## src/rtl/cfgx_pkg.sv

```systemverilog
package cfgx_pkg;

  localparam int DATA_W = 32;

  typedef enum logic [2:0] {
    SZ_BYTE = 3'd1,
    SZ_HALF = 3'd2,
    SZ_WORD = 3'd4
  } cfgx_size_e;

  typedef enum logic [1:0] {
    XS_IDLE  = 2'd0,
    XS_ISSUE = 2'd1,
    XS_WAIT  = 2'd2
  } cfgx_state_e;

  function automatic logic size_legal(input logic [2:0] sz);
    return (sz == SZ_BYTE) || (sz == SZ_HALF) || (sz == SZ_WORD);
  endfunction

  // Endian conversion across the bus boundary; symmetric, so one function
  // serves both directions.
  function automatic logic [DATA_W-1:0] lane_swap(input logic [DATA_W-1:0] d,
                                                  input logic [2:0] sz);
    logic [DATA_W-1:0] r;
    case (sz)
      SZ_BYTE: r = {24'h0, d[7:0]};
      SZ_HALF: r = {16'h0, d[7:0], d[15:8]};
      default: r = {d[7:0], d[15:8], d[23:16], d[31:24]};
    endcase
    return r;
  endfunction

endpackage

```

## src/rtl/cfgx_dev_decode.sv

```systemverilog
module cfgx_dev_decode #(
  parameter int SEL_BITS = 11,
  parameter int DEV_W    = $clog2(SEL_BITS + 1)
) (
  input  logic [SEL_BITS-1:0] sel,
  output logic [DEV_W-1:0]    dev
);

  // Lowest set bit wins; no bit set yields SEL_BITS.
  logic [DEV_W-1:0] chain [SEL_BITS+1];

  assign chain[SEL_BITS] = DEV_W'(SEL_BITS);

  for (genvar i = SEL_BITS - 1; i >= 0; i--) begin : g_prio
    assign chain[i] = sel[i] ? DEV_W'(i) : chain[i+1];
  end

  assign dev = chain[0];

endmodule

```

## src/rtl/cfgx_irq_fold.sv

```systemverilog
module cfgx_irq_fold #(
  parameter int NDEV = 12,
  parameter int PINS = 4,
  localparam int NPIN = NDEV * PINS
) (
  input  logic [NPIN-1:0] pins,
  output logic [1:0]      lines
);

  logic [NPIN-1:0] even_pins;
  logic [NPIN-1:0] odd_pins;

  for (genvar d = 0; d < NDEV; d++) begin : g_dev
    for (genvar p = 0; p < PINS; p++) begin : g_pin
      localparam int IDX = d * PINS + p;
      if (((d + p) % 2) == 0) begin : g_even
        assign even_pins[IDX] = pins[IDX];
        assign odd_pins[IDX]  = 1'b0;
      end else begin : g_odd
        assign even_pins[IDX] = 1'b0;
        assign odd_pins[IDX]  = pins[IDX];
      end
    end
  end

  assign lines[0] = |even_pins;
  assign lines[1] = |odd_pins;

endmodule

```

## src/rtl/cfgx_xact_fsm.sv

```systemverilog
module cfgx_xact_fsm
  import cfgx_pkg::*;
#(
  parameter int AW = 15
) (
  input  logic              clk,
  input  logic              rst_n,
  input  logic              acc,
  input  logic              acc_write,
  input  logic [AW-1:0]     acc_addr,
  input  logic [2:0]        acc_size,
  input  logic [DATA_W-1:0] acc_wdata,
  output logic              idle,
  output logic              cfg_req_valid,
  input  logic              cfg_req_ready,
  output logic              cfg_req_write,
  output logic [AW-1:0]     cfg_req_addr,
  output logic [2:0]        cfg_req_size,
  output logic [DATA_W-1:0] cfg_req_wdata,
  input  logic              cfg_rsp_valid,
  input  logic [DATA_W-1:0] cfg_rsp_rdata,
  output logic              cpu_rsp_valid,
  output logic [DATA_W-1:0] cpu_rsp_rdata
);

  cfgx_state_e state_q;

  always_ff @(posedge clk or negedge rst_n) begin
    if (!rst_n) begin
      state_q       <= XS_IDLE;
      cfg_req_write <= 1'b0;
      cfg_req_addr  <= '0;
      cfg_req_size  <= SZ_BYTE;
      cfg_req_wdata <= '0;
      cpu_rsp_valid <= 1'b0;
      cpu_rsp_rdata <= '0;
    end else begin
      cpu_rsp_valid <= 1'b0;
      case (state_q)
        XS_IDLE: begin
          if (acc) begin
            cfg_req_write <= acc_write;
            cfg_req_addr  <= acc_addr;
            cfg_req_size  <= acc_size;
            cfg_req_wdata <= acc_wdata;
            state_q       <= XS_ISSUE;
          end
        end
        XS_ISSUE: begin
          if (cfg_req_ready) begin
            if (cfg_req_write) begin
              cpu_rsp_valid <= 1'b1;
              state_q       <= XS_IDLE;
            end else begin
              state_q <= XS_WAIT;
            end
          end
        end
        XS_WAIT: begin
          if (cfg_rsp_valid) begin
            cpu_rsp_valid <= 1'b1;
            cpu_rsp_rdata <= lane_swap(cfg_rsp_rdata, cfg_req_size);
            state_q       <= XS_IDLE;
          end
        end
        default: state_q <= XS_IDLE;
      endcase
    end
  end

  assign idle          = (state_q == XS_IDLE);
  assign cfg_req_valid = (state_q == XS_ISSUE);

endmodule

```

## src/rtl/cfg_window_xlat.sv

```systemverilog
module cfg_window_xlat
  import cfgx_pkg::*;
#(
  parameter logic [31:0] WIN_BASE = 32'h8080_0000,
  parameter int WIN_LOG2 = 22,
  parameter int SEL_LSB  = 11,
  parameter int SEL_BITS = 11,
  parameter int NDEV     = 12,
  parameter int PINS     = 4,
  localparam int DEV_W   = $clog2(SEL_BITS + 1),
  localparam int CFG_AW  = SEL_LSB + DEV_W,
  localparam int NPIN    = NDEV * PINS
) (
  input  logic              clk,
  input  logic              rst_n,
  input  logic              cpu_req_valid,
  output logic              cpu_req_ready,
  input  logic              cpu_req_write,
  input  logic [31:0]       cpu_req_addr,
  input  logic [2:0]        cpu_req_size,
  input  logic [31:0]       cpu_req_wdata,
  output logic              cpu_rsp_valid,
  output logic [31:0]       cpu_rsp_rdata,
  output logic              cfg_req_valid,
  input  logic              cfg_req_ready,
  output logic              cfg_req_write,
  output logic [CFG_AW-1:0] cfg_req_addr,
  output logic [2:0]        cfg_req_size,
  output logic [31:0]       cfg_req_wdata,
  input  logic              cfg_rsp_valid,
  input  logic [31:0]       cfg_rsp_rdata,
  input  logic [NPIN-1:0]   dev_irq,
  output logic              irq_to_pic9,
  output logic              irq_to_pic11
);

  logic [WIN_LOG2-1:0] win_off;
  logic                win_hit;
  logic                xact_idle;
  logic                accept;
  logic [DEV_W-1:0]    dev_num;
  logic [CFG_AW-1:0]   xl_addr;
  logic [1:0]          fold_lines;

  assign win_off = cpu_req_addr[WIN_LOG2-1:0];
  assign win_hit = (cpu_req_addr[31:WIN_LOG2] == WIN_BASE[31:WIN_LOG2]);

  assign cpu_req_ready = xact_idle && win_hit && size_legal(cpu_req_size);
  assign accept        = cpu_req_valid && cpu_req_ready;

  cfgx_dev_decode #(
    .SEL_BITS (SEL_BITS),
    .DEV_W    (DEV_W)
  ) u_decode (
    .sel (win_off[SEL_LSB +: SEL_BITS]),
    .dev (dev_num)
  );

  assign xl_addr = {dev_num, win_off[SEL_LSB-1:0]};

  cfgx_xact_fsm #(
    .AW (CFG_AW)
  ) u_xact (
    .clk           (clk),
    .rst_n         (rst_n),
    .acc           (accept),
    .acc_write     (cpu_req_write),
    .acc_addr      (xl_addr),
    .acc_size      (cpu_req_size),
    .acc_wdata     (lane_swap(cpu_req_wdata, cpu_req_size)),
    .idle          (xact_idle),
    .cfg_req_valid (cfg_req_valid),
    .cfg_req_ready (cfg_req_ready),
    .cfg_req_write (cfg_req_write),
    .cfg_req_addr  (cfg_req_addr),
    .cfg_req_size  (cfg_req_size),
    .cfg_req_wdata (cfg_req_wdata),
    .cfg_rsp_valid (cfg_rsp_valid),
    .cfg_rsp_rdata (cfg_rsp_rdata),
    .cpu_rsp_valid (cpu_rsp_valid),
    .cpu_rsp_rdata (cpu_rsp_rdata)
  );

  cfgx_irq_fold #(
    .NDEV (NDEV),
    .PINS (PINS)
  ) u_fold (
    .pins  (dev_irq),
    .lines (fold_lines)
  );

  always_ff @(posedge clk or negedge rst_n) begin
    if (!rst_n) begin
      irq_to_pic9  <= 1'b0;
      irq_to_pic11 <= 1'b0;
    end else begin
      irq_to_pic9  <= fold_lines[0];
      irq_to_pic11 <= fold_lines[1];
    end
  end

endmodule

```

## config.mk

```make
export PLATFORM = sky130hd
export DESIGN_NAME = cfg_window_xlat
export DESIGN_NICKNAME = d
export VERILOG_FILES = /design/src/rtl/cfgx_pkg.sv /design/src/rtl/cfgx_dev_decode.sv /design/src/rtl/cfgx_irq_fold.sv /design/src/rtl/cfgx_xact_fsm.sv /design/src/rtl/cfg_window_xlat.sv
export SDC_FILE = /design/constraint.sdc
export NUM_CORES = 1
export LEC_CHECK = 0
export BUFFER_PORTS_ARGS = -buffer_cell sky130_fd_sc_hd__buf_4
export CAP_MARGIN = 0
export CORE_MARGIN = 3
export CORE_UTILIZATION = 41
export DETAILED_ROUTE_END_ITERATION = 7
export PLACE_DENSITY_LB_ADDON = 0.15
export SYNTH_ARGS = -nofsm -noshare
export SYNTH_HDL_FRONTEND = slang
export SYNTH_SLANG_ARGS = --single-unit
export TNS_END_PERCENT = 30
```

## constraint.sdc

```tcl
create_clock -name clk -period 1.7 [get_ports clk]
set_clock_uncertainty 0.2 [all_clocks]
set_input_delay 0.17 -clock clk [delete_from_list [all_inputs] [get_ports clk]]
set_output_delay 0.17 -clock clk [all_outputs]
set_load 0.01 [all_outputs]
```

# Yosys cells after proc, flatten, opt, wreduce, memory -nomap -nowiden
# Cells that the tools add are included.
[word_totals] regBits=88 in_bits=153 output_inout_bits=88
[classes] eq_ne=11 mux=22 n_reduce_logical=11
[ops] cell="$pmux 32 s2" count=2
[ops] cell="$reduce_or 24->1" count=2
[ops] cell="$mux 4" count=10
[ops] cell="$eq 10x10->1 const B" count=1
[ops] cell="$mux 2" count=4
[ops] cell="$eq 3x1->1 const B" count=2
[ops] cell="$eq 3x2->1 const B" count=2
[ops] cell="$pmux 2 s3" count=1
[ops] cell="$mux 1" count=4
[ops] cell="$ne 2x1->1 const B" count=2
[ops] cell="$reduce_and 2->1" count=2
[ops] cell="$eq 3x3->1 const B" count=1
[ops] cell="$logic_and 1x1->1" count=3
[ops] cell="$reduce_and 3->1" count=1
[ops] cell="$eq 2x1->1 const B" count=1
[ops] cell="$eq 2x2->1 const B" count=1
[ops] cell="$logic_not 2->1" count=1
[ops] cell="$logic_or 1x1->1" count=2
[ops] cell="$ne 2x2->1 const B" count=1
[ops] cell="$pmux 1 s2" count=1

# Depth between registers and ports, before layout
[logic_depth] depth_word=11 ltp_mapped=8 depth_no_buf=6

# Modules after synthesis
# From an unflattened synthesis, not the netlist that was laid out.
[unflattened] hier_cells=394 area_unflattened_um2=4434.3
[by_module_without_submodules] module="cfgx_xact_fsm" instances=1 cells_per_inst=237 area_each_um2=3408.3 seq_area_each_um2=2153.3
[by_module_without_submodules] module="cfg_window_xlat" instances=1 cells_per_inst=124 area_each_um2=827.0 seq_area_each_um2=50.0
[by_module_without_submodules] module="cfgx_irq_fold" instances=1 cells_per_inst=16 area_each_um2=102.6 seq_area_each_um2=0.0
[by_module_without_submodules] module="cfgx_dev_decode" instances=1 cells_per_inst=17 area_each_um2=96.3 seq_area_each_um2=0.0

# Least setup slack after synthesis
# OpenSTA, ideal clock, no wires.
[synth_timing] kind="in2reg" startpoint="in cpu_req_addr[25]" endpoint="reg u_xact.cfg_req_addr[14]" arrival_time_ns=1.652 t_required_ns=1.375 path_slack_ns=-0.277 stages=6 path_buffers=2 cell_sequence="or4b_4 > a211oi_2 > and3_1 > buf_6 > buf_6 > mux2_2"
[synth_via] elab_chain_len=5
[synth_rtl] item="from (decl)" line="cfg_window_xlat.sv:19" text="input logic [31:0] cpu_req_addr,"
[synth_rtl] item="$eq 10x10->1" line="cfg_window_xlat.sv:46" text="assign win_hit = (cpu_req_addr[31:WIN_LOG2] == WIN_BASE[31:WIN_LOG2]);"
[synth_rtl] item="$logic_and 1x1->1 (2 in a row)" line="cfg_window_xlat.sv:48" text="assign cpu_req_ready = xact_idle && win_hit && size_legal(cpu_req_size);"
[synth_rtl] item="$logic_and 1x1->1" line="cfg_window_xlat.sv:49" text="assign accept = cpu_req_valid && cpu_req_ready;"
[synth_rtl] item="$reduce_and 2->1 (no line)"
[synth_rtl] item="to (signal assigned)" line="cfgx_xact_fsm.sv:43" text="cfg_req_addr <= acc_addr;"
[synth_rtl] item="to (decl)" line="cfgx_xact_fsm.sv:17" text="output logic [AW-1:0] cfg_req_addr,"
# Every way passes these cells.
# A chain may end at the register's enable or synchronous reset.

# Worst setup path after layout
[layout_timing] startpoint="reg u_xact.state_q[0]" endpoint="out cpu_req_ready"
[layout_via] elab_chain_len=3
[layout_rtl] item="from (decl)" line="cfgx_xact_fsm.sv:26" text="cfgx_state_e state_q;"
[layout_rtl] item="from (signal assigned)" line="cfgx_xact_fsm.sv:30" text="state_q <= XS_IDLE;"
[layout_rtl] item="from (signal assigned)" line="cfgx_xact_fsm.sv:46" text="state_q <= XS_ISSUE;"
[layout_rtl] item="from (signal assigned)" line="cfgx_xact_fsm.sv:53" text="state_q <= XS_IDLE;"
[layout_rtl] item="$logic_not 2->1" line="cfgx_xact_fsm.sv:71" text="assign idle = (state_q == XS_IDLE);"
[layout_rtl] item="$logic_and 1x1->1 (2 in a row)" line="cfg_window_xlat.sv:48"
[layout_rtl] item="to (decl)" line="cfg_window_xlat.sv:17" text="output logic cpu_req_ready,"
# Every way passes these cells.

==> summary.txt <==
Synth
  • Area contributors post-synth: dfrtp_1, mux2_2, nand2_1
  • Post-synth cell types: 47
  • Warning count from the yosys run: 0
  • Cell taking the most area after synthesis: dfrtp_1
  • Flops & latches, synth: 88
  • Yosys top cell area share: about half
  • Register area share after synthesis: around half
  • Post-synth EDFFs: 0
  • Top FF cell, synth: dfrtp_1
  • Syn Area/Cell: between 9 and 10 sq um
  • Synthesized area: about 4500 sq um
  • Async SR Flop Fraction: 100.0%
  • Synth Instances: 460
  • Syn Nets: roughly 620

STA
  • Setup ws final: -0.6011 ns
  • Tightest Pin Transition: roughly 0.99 ns
  • WHS: roughly 0.0050 ns
  • Min cycle time layout: around 2.3 ns
  • Tcrit/Tclk final: 135.4%
  • Final setup fails: 88
  • RSZ-0062 raised after global routing: true
  • Fin. Hold Viols: 0
  • Relative slew slack: between 30 and 40%
  • Max Slew Vio Count: 0
  • Achievable Freq: about 430 MHz

Global route
  • Largest net degree at the start of global routing: 39
  • Global-route wire length before repair: approximately 28 mm
  • Total GRT Usage: approximately 28%
  • Vias in the first global route: around 5500
  • Initial antenna violation count: 0
  • GR Overflow Total: 0

Cells and area
  • Finished Layout Cells: 994
  • Final Cell Area: between 8000 and 9000 sq um
  • Final nets: a little over 1000
  • Layout cells sized above 1: between 40% and 50%
  • N_diodes: 0
  • P&R area growth vs syn: 92.90%

Place
  • GP Congestion: approximately 0.87
  • Port bufs: 240
  • Placed cell area: 6714 sq um
  • Inst Count DP: between 800 and 900
  • DP Wirelength: around 11 mm

Worst hold path
  • Hold crit path type: input pin to flip-flop

Routing
  • Detailed-route via count: approximately 5300
  • Total Wirelength: between 15 and 20 mm
  • 1st-pass router iterations: 6
  • Residual DRC count: 0
  • WL/cell: ~19 um
  • DRT antenna net count: 0
  • Routed vias/inst: 5.302
  • Iter 0 DRT Violations: just over 400

Floorplanning
  • Die height: ~110 um
  • Chip Width: between 100 and 150 um
  • Cell row count: 37
  • Area of the die: 12350 sq um
  • Initial Util: about 43%
  • Core area: between 10000 and 15000 sq um
  • Top Ports: 241

Run status
  • Failing checks: setup timing
  • Outcome: finished with violations

Critical path
  • WS Path Type: flip-flop to output port
  • Worst Path Max Fanout: 3
  • Crit. End Element: output port
  • CP Launch Type: flip-flop
  • CP required: 1.33 ns
  • CP max stage delay: between 0.4 and 0.5 ns
  • WP data arrival: about 1.9 ns
  • CP cell instances: inv_2 > ha_4 > or4bb_4 > a211oi_2 > and2_1 > buf_4
  • Worst path top cell family by delay: simple AND/OR/NAND/NOR gates
  • CP bufs+invs: 2
  • CP max stage cell: or4bb_4

Run
  • Max-Cap Viols: 0

Pwr
  • Maximum VDD drop: 451.6 uV
  • Lkg Pwr: 4.413 nW
  • Total Power: 4.709 mW
  • Cell Pwr Density: ~540 nW/um^2

CTS
  • CTS root buf: clkbuf_8
  • CTS tree: done
  • Sink Count: between 80 and 90
  • Total CTS buffers: 9
  • Clk_lat worst skew: 0.34 ns
  • CTS clk-pin slew, worst paths: approximately 0.090 ns
  • H-tree depth: 3
  • Clock Path Buffers: 2
==> metrics by stage <==
stage                     setup TNS [ns]  util (%)  setup slack (ns)
final                             -18.30     82.80           -0.6011
after global routing              -24.56     82.80           -0.7068
after CTS                         -10.31     80.61           -0.5169
after detailed placement          -23.61     63.61           -0.4685
after global placement            -21.26     63.61           -0.4043
after floorplan                   -11.36         -           -0.2697
==> flip-flops by register name, indices dropped and copies added, names as in the netlist <==
signal	cells
u_xact.cfg_req_size	3
u_xact.cfg_req_write	1
u_xact.state_q	2
irq_to_pic9	1
u_xact.cpu_rsp_rdata	32
u_xact.cfg_req_addr	15
u_xact.cpu_rsp_valid	1
u_xact.cfg_req_wdata	32
irq_to_pic11	1
==> worst paths after layout <==
path / cells after the start / endpoint / slack, ns / startpoint
setup / recovery: 6 / cpu_req_ready / -0.60 / u_xact.state_q[0]
hold / removal: 4 / u_xact.cpu_rsp_rdata[0] / 0.005 / cfg_rsp_rdata[24]
setup reg to reg: 8 / u_xact.cfg_req_wdata[12] / -0.38 / u_xact.state_q[0]
hold reg to reg: 2 / u_xact.cpu_rsp_rdata[30] / 0.28 / u_xact.cpu_rsp_rdata[30]
max in group asynchronous: 3 / u_xact.cpu_rsp_rdata[1] / 0.49 / rst_n
min in group asynchronous: 3 / u_xact.cpu_rsp_rdata[2] / 0.15 / rst_n
==> power breakdown <==
| group | switching, mW | internal (mW) |
|---|---|---|
| registers | 0.0172 | 2.12 |
| logic | 0.382 | 0.564 |
| clock network | 0.729 | 0.901 |
==> layout make-up <==
| class | count | area, sq um |
|---|---|---|
| tap | 136 | 170.2 |
| timing repair buffer | 412 | 3664 |
| sequential | 88 | 2203 |
| clock buffer | 12 | 155.1 |
| clock inverter | 3 | 65.06 |
| inverter | 33 | 123.9 |
| multi-input combinational | 310 | 2359 |
| fill | 589 | 1815 |
==> layer usage <==
layer | routed length [um] | share of wire, % | vias up | GRT usage, %
li1 | - | - | 2424 | -
met2 | 9478 | 51 | 281 | 51.42
met3 | 1278 | 6.9 | 56 | 5.295
met1 | 7075 | 38 | 2509 | 33.21
met4 | 680 | 3.7 | 0 | 10.87
met5 | 0 | 0 | - | 0
==> worst min-delay path, stage by stage <==
cell,delay [ns]
buf_4,0.09
a22o_1,0.11
a21oi_1,0.04
o21ai_1,0.10
==> cell usage after synthesis (2+ instances only) <==
cell type / n
a21boi_0: 2
a21oi_1: 18
a221oi_1: 9
a22o_1: 24
and2_1: 2
and4_1: 2
buf_1: 2
buf_12: 3
buf_2: 3
buf_6: 3
clkbuf_1: 17
dfrtp_1: 87
ha_1: 3
inv_1: 32
mux2_1: 3
mux2_2: 24
mux2i_1: 24
nand2_1: 68
nand2b_1: 2
nand3_1: 20
nor2_1: 48
nor4_1: 14
o211ai_1: 8
o21ai_0: 8
o221a_2: 2
o221ai_1: 8
o22ai_1: 2
o41ai_1: 2
xor2_1: 2
==> placed cells by master (no fill, tap or decap), drive strengths merged, types with 9 or more instances in the layout <==
cell and count:
mux2 27, nand3 20, inv 32, a221oi 9, a21oi 18, mux2i 24
dfrtp 87, dlygate4sd3 103, a22o 24, nor2 48, clkbuf 12, nor4 14
buf 308, nand2 68
==> cell families (layout without fill, tap and decap cells) <==
family	after synthesis	after routing	synth area share [%]
multiplexers	51	51	12.01
XOR/XNOR	3	3	0.5801
buffers and inverters	62	460	6.877
adder cells (fa/ha/maj)	3	3	0.8286
AND/OR/NAND/NOR	163	163	16.16
flip-flops	88	88	48.63
AO/OA/AOI/OAI	90	90	14.91
==> timing repair <==
item / 4_1_cts / 5_1_grt
endpoints found under the setup margin: 78 / 90
gates cloned: 7 / 0
hold endpoints to repair: 162 / 0
resized for setup: 59 / 51
pin swaps: 6 / 17
hold buffers: 104 / 0
buffers inserted: 11 / 12
(Power assumes the default switching activity.)
